**config.mk**
```make
export PLATFORM = sky130hd
export DESIGN_NAME = mgpio_port
export DESIGN_NICKNAME = d
export VERILOG_FILES = /design/src/rtl/mgpio_pkg.sv /design/src/rtl/mgpio_sync.sv /design/src/rtl/mgpio_edge.sv /design/src/rtl/mgpio_port.sv
export SDC_FILE = /design/constraint.sdc
export NUM_CORES = 1
export LEC_CHECK = 0
export BUFFER_PORTS_ARGS = -buffer_cell sky130_fd_sc_hd__buf_2
export CORE_UTILIZATION = 55
export CTS_CLUSTER_SIZE = 40
export DETAILED_ROUTE_END_ITERATION = 7
export HOLD_SLACK_MARGIN = 0.03
export PLACE_DENSITY = 0.81
export SKIP_CTS_REPAIR_TIMING = 1
export SLEW_MARGIN = 20
export SYNTH_ARGS = -nofsm -noshare
export SYNTH_HDL_FRONTEND = slang
export SYNTH_SLANG_ARGS = --single-unit
export TNS_END_PERCENT = 30
```
**constraint.sdc**
```tcl
create_clock -name clk -period 11.5 [get_ports clk]
set_input_delay 3.45 -clock clk [delete_from_list [all_inputs] [get_ports clk]]
set_output_delay 3.45 -clock clk [all_outputs]
set_load 0.02 [all_outputs]
```
**src/rtl/mgpio_pkg.sv**
```systemverilog
`timescale 1ns/1ps
package mgpio_pkg;
  // Edge sense code, two bits per pin
  typedef enum logic [1:0] {
    SENSE_OFF  = 2'd0,
    SENSE_FALL = 2'd1,
    SENSE_RISE = 2'd2,
    SENSE_BOTH = 2'd3
  } sense_e;

  // Register word indices
  localparam int W_DIR  = 0;
  localparam int W_MASK = 4;
  localparam int W_PIN  = 5;
  localparam int W_SET  = 6;
  localparam int W_CLR  = 7;
  localparam int W_SNS  = 8;   // first sense word, further words follow
  localparam int W_STAT = 10;
endpackage

```
**src/rtl/mgpio_sync.sv**
```systemverilog
`timescale 1ns/1ps
module mgpio_sync #(
  parameter int W      = 32,
  parameter int STAGES = 2
) (
  input  logic         clk,
  input  logic         rst_n,
  input  logic [W-1:0] d,
  output logic [W-1:0] q
);
  logic [W-1:0] stage_q [STAGES];
  logic [W-1:0] stage_d [STAGES];

  always_comb begin
    stage_d[0] = d;
    for (int s = 1; s < STAGES; s++) stage_d[s] = stage_q[s-1];
  end

  always_ff @(posedge clk or negedge rst_n) begin
    if (!rst_n) begin
      for (int s = 0; s < STAGES; s++) stage_q[s] <= '0;
    end else begin
      for (int s = 0; s < STAGES; s++) stage_q[s] <= stage_d[s];
    end
  end

  assign q = stage_q[STAGES-1];
endmodule

```
**src/rtl/mgpio_edge.sv**
```systemverilog
`timescale 1ns/1ps
module mgpio_edge
  import mgpio_pkg::*;
#(
  parameter int N = 32
) (
  input  logic           clk,
  input  logic           rst_n,
  input  logic [N-1:0]   lvl,
  input  logic [2*N-1:0] sense,
  input  logic [N-1:0]   clr,
  output logic [N-1:0]   status
);
  logic [N-1:0] prev_q, status_q, status_d;
  logic [N-1:0] hit, armed;

  for (genvar i = 0; i < N; i++) begin : g_pin
    sense_e code;
    logic   rise, fall;
    assign code     = sense_e'(sense[2*i +: 2]);
    assign rise     = lvl[i] & ~prev_q[i];
    assign fall     = ~lvl[i] & prev_q[i];
    assign armed[i] = (code != SENSE_OFF);
    assign hit[i]   = (rise & (code == SENSE_RISE || code == SENSE_BOTH)) |
                      (fall & (code == SENSE_FALL || code == SENSE_BOTH));
  end

  // a new edge wins over a clear in the same cycle
  always_comb status_d = (status_q & ~clr) | hit;

  always_ff @(posedge clk or negedge rst_n) begin
    if (!rst_n) begin
      prev_q   <= '0;
      status_q <= '0;
    end else begin
      prev_q   <= lvl;
      status_q <= status_d;
    end
  end

  assign status = status_q;

  // a set bit stays set unless a clear was requested for it
  p_sticky_r7: assert property (@(posedge clk) disable iff (!rst_n)
    ((status_q & $past(status_q & ~clr)) == $past(status_q & ~clr)));

  // a disabled pin never gains a status bit
  p_off_quiet_r7: assert property (@(posedge clk) disable iff (!rst_n)
    ((status_q & ~$past(status_q) & ~$past(armed)) == '0));
endmodule

```
**src/rtl/mgpio_port.sv**
```systemverilog
`timescale 1ns/1ps
module mgpio_port
  import mgpio_pkg::*;
#(
  parameter int DW     = 32,
  parameter int ADDR_W = 4
) (
  input  logic              clk,
  input  logic              rst_n,
  input  logic [ADDR_W-1:0] bus_addr,
  input  logic              bus_we,
  input  logic [DW-1:0]     bus_wdata,
  output logic [DW-1:0]     bus_rdata,
  input  logic [DW-1:0]     pad_in,
  output logic [DW-1:0]     pad_out,
  output logic [DW-1:0]     pad_oe,
  output logic              irq
);
  localparam int SNS_W   = 2 * DW;
  localparam int SNS_WDS = SNS_W / DW;

  // reset: asynchronous assert, synchronous release
  logic [1:0] rst_pipe;
  logic       rst_sync_n;
  always_ff @(posedge clk or negedge rst_n) begin
    if (!rst_n) rst_pipe <= 2'b00;
    else        rst_pipe <= {rst_pipe[0], 1'b1};
  end
  assign rst_sync_n = rst_pipe[1];

  logic [DW-1:0]    dir_q, dir_d, mask_q, mask_d, out_q, out_d;
  logic [SNS_W-1:0] sns_q, sns_d;
  logic [DW-1:0]    rdata_q, rdata_d;
  logic [DW-1:0]    pin_lvl, status, stat_clr, wr_bits;
  logic             wr_dir, wr_mask, wr_pin, wr_set, wr_clr, wr_stat, hit_rsvd;

  mgpio_sync #(.W(DW), .STAGES(2)) u_sync (
    .clk(clk), .rst_n(rst_sync_n), .d(pad_in), .q(pin_lvl)
  );

  mgpio_edge #(.N(DW)) u_edge (
    .clk(clk), .rst_n(rst_sync_n), .lvl(pin_lvl), .sense(sns_q),
    .clr(stat_clr), .status(status)
  );

  // decode
  assign wr_dir   = bus_we && bus_addr == ADDR_W'(W_DIR);
  assign wr_mask  = bus_we && bus_addr == ADDR_W'(W_MASK);
  assign wr_pin   = bus_we && bus_addr == ADDR_W'(W_PIN);
  assign wr_set   = bus_we && bus_addr == ADDR_W'(W_SET);
  assign wr_clr   = bus_we && bus_addr == ADDR_W'(W_CLR);
  assign wr_stat  = bus_we && bus_addr == ADDR_W'(W_STAT);
  assign wr_bits  = bus_wdata & ~mask_q;
  assign stat_clr = wr_stat ? bus_wdata : '0;
  assign hit_rsvd = (bus_addr > ADDR_W'(W_DIR) && bus_addr < ADDR_W'(W_MASK)) ||
                    (bus_addr > ADDR_W'(W_STAT));

  // next state
  always_comb begin
    dir_d  = wr_dir  ? bus_wdata : dir_q;
    mask_d = wr_mask ? bus_wdata : mask_q;
    out_d  = out_q;
    if (wr_pin) out_d = (out_q & mask_q) | wr_bits;
    if (wr_set) out_d = out_q | wr_bits;
    if (wr_clr) out_d = out_q & ~wr_bits;
    sns_d = sns_q;
    for (int k = 0; k < SNS_WDS; k++)
      if (bus_we && bus_addr == ADDR_W'(W_SNS + k)) sns_d[k*DW +: DW] = bus_wdata;
  end

  // read mux
  always_comb begin
    rdata_d = '0;
    case (bus_addr)
      ADDR_W'(W_DIR):  rdata_d = dir_q;
      ADDR_W'(W_MASK): rdata_d = mask_q;
      ADDR_W'(W_PIN):  rdata_d = pin_lvl & ~mask_q;
      ADDR_W'(W_SET):  rdata_d = out_q & ~mask_q;
      ADDR_W'(W_STAT): rdata_d = status;
      default:         rdata_d = '0;
    endcase
    for (int k = 0; k < SNS_WDS; k++)
      if (bus_addr == ADDR_W'(W_SNS + k)) rdata_d = sns_q[k*DW +: DW];
  end

  // registers
  always_ff @(posedge clk or negedge rst_sync_n) begin
    if (!rst_sync_n) begin
      dir_q   <= '0;
      mask_q  <= '0;
      out_q   <= '0;
      sns_q   <= '0;
      rdata_q <= '0;
    end else begin
      dir_q   <= dir_d;
      mask_q  <= mask_d;
      out_q   <= out_d;
      sns_q   <= sns_d;
      rdata_q <= rdata_d;
    end
  end

  assign bus_rdata = rdata_q;
  assign pad_out   = out_q;
  assign pad_oe    = dir_q;
  assign irq       = |status;

  p_dir_oe_r2: assert property (@(posedge clk) disable iff (!rst_sync_n)
    $past(wr_dir) |-> pad_oe == $past(bus_wdata));

  p_mask_hold_r3: assert property (@(posedge clk) disable iff (!rst_sync_n)
    $past(wr_pin || wr_set || wr_clr) |->
      (pad_out & $past(mask_q)) == ($past(out_q) & $past(mask_q)));

  p_set_r4: assert property (@(posedge clk) disable iff (!rst_sync_n)
    $past(wr_set) |->
      (pad_out & $past(bus_wdata & ~mask_q)) == $past(bus_wdata & ~mask_q));

  p_set_keep_r4: assert property (@(posedge clk) disable iff (!rst_sync_n)
    $past(wr_set) |-> (pad_out & $past(out_q)) == $past(out_q));

  p_clr_r5: assert property (@(posedge clk) disable iff (!rst_sync_n)
    $past(wr_clr) |-> (pad_out & $past(bus_wdata & ~mask_q)) == '0);

  p_rsvd_r9: assert property (@(posedge clk) disable iff (!rst_sync_n)
    $past(bus_we && hit_rsvd) |->
      (pad_out == $past(out_q) && pad_oe == $past(dir_q) && mask_q == $past(mask_q)));

  p_rsvd_read_r9: assert property (@(posedge clk) disable iff (!rst_sync_n)
    $past(hit_rsvd) |-> bus_rdata == '0);
endmodule

```
# [Word level (Yosys, flattened, before mapping)]
# Cells that the tools add are included.
[op_classes] eq_ne=103 reduce_logical=75 muxes=7 bitwise=236
[ops] cell="$and 32x32->32" count=6
[ops] cell="$mux 32" count=6
[ops] cell="$pmux 32 s5" count=1
[ops] cell="$and 1x1->1" count=128
[ops] cell="$eq 2x2->1 const B" count=64
[ops] cell="$not 32->32" count=3
[ops] cell="$or 32x32->32" count=3
[ops] cell="$eq 2x1->1 const B" count=32
[ops] cell="$logic_or 1x1->1" count=64
[ops] cell="$not 1->1" count=64
[ops] cell="$or 1x1->1" count=32
[ops] cell="$reduce_or 32->1" count=1
[ops] cell="$eq 4x3->1 const B" count=4
[ops] cell="$eq 4x4->1 const B" count=3
[ops] cell="$logic_and 1x1->1" count=8
[ops] cell="$logic_not 4->1" count=1
[ops] cell="$reduce_bool 3->1" count=1
[totals] output_inout_bits=97 word_cells=432 in_bits=71 register_bits=322

# [Logic depth before layout (Yosys ltp)]
[depth] ltp_word=6 depth_mapped=7 mapped_depth_nobuf=4

# [Modules after synthesis]
# From an unflattened synthesis, not the netlist that was laid out.
[unflattened] cells_unflattened=1181 area_unflattened_um2=13808.2
[by_module_without_submodules] mod="mgpio_port" instances=1 cells_each=925 seq_area_each_um2=4854.7 area_per_inst_um2=9644.2
[by_module_without_submodules] mod="mgpio_edge" instances=1 cells_each=192 seq_area_each_um2=1601.5 area_per_inst_um2=2562.5
[by_module_without_submodules] mod="mgpio_sync" instances=1 cells_each=64 seq_area_each_um2=1601.5 area_per_inst_um2=1601.5

# [Worst setup path before layout]
# No wires, ideal clock.
[synth_path] path_kind="input port to flip-flop" start="input bus_addr[3]" end="register sns_q[11]" slack_ps=6842 cell_stages=6 t_arrival_ps=4534 n_path_buf=3 setup_ps=125 path_cell_list="buf_2 nor2b_1 buf_4 nand3_2 buf_2 mux2_2"
[synth_via] elab_chain_cells=2
[synth_lines] element="from (decl)" line_no="mgpio_port.sv:10" text="input logic [ADDR_W-1:0] bus_addr,"
[synth_lines] element="$eq 4x4->1" line_no="mgpio_port.sv:68" text="if (bus_we && bus_addr == ADDR_W'(W_SNS + k)) sns_d[k*DW +: DW] = bus_wdata;"
[synth_lines] element="$logic_and 1x1->1" line_no="mgpio_port.sv:68"
[synth_lines] element="to (signal assigned)" line_no="mgpio_port.sv:98" text="sns_q <= sns_d;"
[synth_lines] element="to (decl)" line_no="mgpio_port.sv:32" text="logic [SNS_W-1:0] sns_q, sns_d;"
# Every way passes these cells.
# A chain may end at the register's enable or synchronous reset.

# [Final worst setup path]
[layout_path] start="input bus_addr[2]" end="register out_q[23], in the netlist pad_out[23]"
[layout_via] elab_chain_cells=4 word_cells_on_any_way=9 cone_classes="eq/ne: 3; mux: 2; reduce/logical: 4"
[layout_lines] element="$eq 4x3->1" line_no="mgpio_port.sv:50" text="assign wr_set = bus_we && bus_addr == ADDR_W'(W_SET);"
[layout_lines] element="$logic_and 1x1->1" line_no="mgpio_port.sv:50"
[layout_lines] element="$mux 32" line_no="mgpio_port.sv:64" text="if (wr_set) out_d = out_q | wr_bits;"
[layout_lines] element="$mux 32" line_no="mgpio_port.sv:65" text="if (wr_clr) out_d = out_q & ~wr_bits;"
[layout_lines] element="to (signal assigned)" line_no="mgpio_port.sv:97" text="out_q <= out_d;"
[layout_lines] element="to (decl)" line_no="mgpio_port.sv:31" text="logic [DW-1:0] dir_q, dir_d, mask_q, mask_d, out_q, out_d;"
# Parallel ways exist; a longest one is shown, timed or not.

==> flow_summary_export.csv <==
group,metric,value,unit
layout,drive_gt1_frac,0.285,
clocking,cts_buffers,34,
clocking,clkTransAtPathRegs,0.06,ns
setup_path,crit_path_start_kind,"input port",
global_routing,grt_max_degree,191,
layout,multi_input_area,0.00490,mm²
synth,synthMuxAreaShare,0.108,
synth,synthArstFlopShare,1.00,
worst_hold_path,min_path_cells,0,
floorplan,die_area,0.0249,mm²
layout,instances_no_fill,1622,
floorplan,rows,56,
timing,hold_viol_final,0,
detailed_routing,wl_met2,17000,µm
setup_path,reg2reg_to,"pad_oe[25]$_DFFE_PN0P_",
synth,synth_top_family_by_area,"compound AO/OA/AOI/OAI gates",
place,io_buffers,167,
setup_path,worstPathRequired,11.91,ns
pwr,power_density,198,mW/mm²
timing,setup_tns,0,ns
place,dp_slack,4.98,ns
timing,worst_slew_pin_slew,1.06,ns
detailed_routing,via_per_inst,6.24,
worst_hold_path,hold_path_startpoint,"u_sync.stage_d[2]$_DFF_PN0_",
floorplan,die_x,158,µm
synth,yosysWarnings,0,
setup_path,path_class,"in2reg",
worst_hold_path,hold_end,"u_sync.q[2]$_DFF_PN0_",
timing,drv_slew,0,
synth,synth_seq_area_share,0.604,
clocking,cts.sinks,322,
setup_path,cp.arrival,6.34,ns
floorplan,core_area,0.0236,mm²
detailed_routing,drc,0,
detailed_routing,antenna_left,0,
detailed_routing,routed_wl,36100,µm
setup_path,critPathBufInv,3,
timing,post-route-min-period,5.93,ns
setup_path,end_kind,"flop",
global_routing,first_global_vias,10100,
synth,synth_edf_count,0,
setup_path,r2r_slack,9.70,ns
outcome,run_status,"finished clean",
timing,period_share,0.515,
clocking,cts-root-buf,"clkbuf_16",
synth,synthFlopType,"dfrtp_1",
layout,regArea,0.00806,mm²
pwr,p_leak,7.09,nW
detailed_routing,wl_met1,14600,µm
global_routing,grt_usage,0.298,
job,max_cap_violations,0,
detailed_routing,post_drt_wl_per_cell,22.3,µm
synth,synth_fa_ha_area_frac,0,
timing,fin_worst_skew,0.0204,ns
place,dp.cells,1561,
detailed_routing,met3_length,3090,µm
clocking,cts_tree,"yes",
layout,fill_cells,1774,
global_routing,grt_overflow,0,
setup_path,worstPathCellList,"buf_2 > buf_4 > nor2b_2 > nand3_2 > a21o_1 > buf_4 > o21ai_1",
layout,area_growth,16.9,%
synth,synth-simple-area-share,0.101,
setup_path,critPathLaunch,"bus_addr[2]",
layout,finalNetCount,1352,
detailed_routing,drt_first_pass_iters,6,
floorplan,die_height,158,µm
setup_path,worstReg2RegStart,"rst_pipe[1]$_DFF_PN0_",
setup_path,path_max_fanout,37,
synth,syn_inst,1129,
timing,finalWorstSetupSlack,5.57,ns
clocking,htreeDepth,2,
global_routing,grt_pass1_wl,56100,µm
setup_path,r2r_cells,2,
timing,hold_slack,0.341,ns
global_routing,antenna_found_initial,0,
timing,setup_violations,0,
synth,synth_area,0.0133,mm²
setup_path,crit_top_cell,"buf_4",
detailed_routing,highest-signal-layer,"met4",
synth,synth_seq_cells,322,
synth,postSynthAreaPerCell,11.8,µm²
timing,rsz0062_at_grt,"false",
setup_path,slowest_stage,"nand3_2",
layout,diodes,0,
timing,maxSlewHeadroom,0.294,
synth,synth-xor-area-share,0,
floorplan,num_io_pins,168,
worst_hold_path,holdCritPathClass,"reg2reg",
detailed_routing,vias,10100,
synth,yosysUniqueCellTypes,38,
setup_path,slowest_delay,0.79,ns
timing,max_freq,169,MHz
synth,synth_compound_area_frac,0.157,
place,dp_hpwl,22700,µm
floorplan,start_util,0.565,
detailed_routing,drtIter0Drc,842,
place,place_congestion,0.860,
clocking,clockBufferDepth,3,
setup_path,crit_family,"simple AND/OR/NAND/NOR gates",
pwr,vdd_drop_max,0.141,mV
synth,syn_nets,1200,
clocking,clock_latency,0.51,ns
==> metrics by stage <==
| step | instance area, µm² | util | power [mW] |
|---|---|---|---|
| after floorplan | 13300 | - | 1.79 |
| after global placement | 14400 | 0.610 | 1.98 |
| after detailed placement | 14400 | 0.610 | 2.00 |
| after CTS | 15500 | 0.657 | 3.08 |
| after global routing | 15600 | 0.660 | 3.20 |
| final | 15600 | 0.660 | 3.08 |
==> how the worst max path moves through the flow <==
stage / endpoint / slack [ns] / depth (start not counted)
after CTS: pad_oe[0]$_DFFE_PN0P_ / 5.47 / 4
after floorplan: bus_rdata[0]$_DFF_PN0_ / 1.86 / 0
final: pad_out[23]$_DFFE_PN0P_ / 5.57 / 7
after global placement: pad_oe[0]$_DFFE_PN0P_ / 5.08 / 4
after global routing: pad_out[23]$_DFFE_PN0P_ / 5.51 / 7
after detailed placement: pad_oe[0]$_DFFE_PN0P_ / 4.98 / 4
==> per-layer routing <==
metal,global-route usage,vias up
li1,-,4359
met1,0.402,5129
met2,0.472,533
met3,0.0539,107
met4,0.135,0
met5,0,-
==> kinds of logic (layout without fill, tap and decap cells) <==
family | Yosys count | count (layout)
compound gates | 318 | 318
buf+inv | 91 | 265
flops | 322 | 322
mux | 128 | 128
other cells | 1 | 1
simple gates | 269 | 269
==> flip-flops by register name (all words and copies together), names as in the netlist <==
register / cells
pad_out: 32
u_sync.stage_d: 32
u_edge.prev_q: 32
u_sync.q: 32
u_edge.status: 32
sns_q: 64
mask_q: 32
bus_rdata: 32
pad_oe: 32
rst_pipe: 2
==> cell usage in the layout, fill, tap and decap left out, types with 8 or more instances in the layout <==
cell type	count
a21o_1	64
a21oi_1	8
a22o_1	30
a31oi_1	24
buf_2	167
buf_4	10
clkbuf_16	35
clkbuf_8	10
dfrtp_1	321
inv_1	25
mux2_2	121
nand2_1	122
nand2b_1	8
nand3_1	25
nand3b_1	31
nor2_1	33
nor2b_1	16
nor4_1	8
o211ai_1	24
o21ai_0	69
o21ai_1	32
o22ai_1	32
o31ai_1	32
==> power breakdown <==
| part | total, mW | internal [mW] | leakage, nW | switching, mW |
|---|---|---|---|---|
| Sequential | 1.48 | 1.31 | 3.83 | 0.169 |
| Combinational | 0.516 | 0.222 | 2.71 | 0.294 |
| Clock | 1.08 | 0.643 | 0.550 | 0.437 |
| Total | 3.08 | 2.18 | 7.09 | 0.900 |
==> cells in the mapped netlist (2+ instances only) <==
cell type	number	area share
dfrtp_1	322	0.60
nand2_1	122	0.034
mux2_2	121	0.10
o21ai_0	69	0.026
a21o_1	64	0.036
buf_2	37	0.014
nor2_1	33	0.0093
o21ai_1	32	0.012
o22ai_1	32	0.015
o31ai_1	32	0.018
nand3b_1	31	0.017
a22o_1	30	0.020
nand3_1	26	0.0098
inv_1	25	0.0070
a31oi_1	24	0.011
clkbuf_1	24	0.0068
o211ai_1	24	0.014
nor2b_1	19	0.0089
a21oi_1	8	0.0030
nand2b_1	8	0.0038
nor4_1	8	0.0038
and3b_1	7	0.0046
mux2_1	7	0.0059
nand3_2	4	0.0030
a221o_1	3	0.0023
buf_1	3	0.00084
nand4_1	2	0.00094
or2_2	2	0.00094
==> final cells by class <==
| cell class | count | area share |
|---|---|---|
| Tap cell | 319 | 0.0256 |
| Timing Repair Buffer | 182 | 0.0650 |
| Multi-Input combinational cell | 716 | 0.315 |
| Sequential cell | 322 | 0.517 |
| Inverter | 25 | 0.00602 |
| Clock buffer | 49 | 0.0660 |
| Clock inverter | 9 | 0.00514 |
No activity file was read; power rests on OpenSTA's default activity.
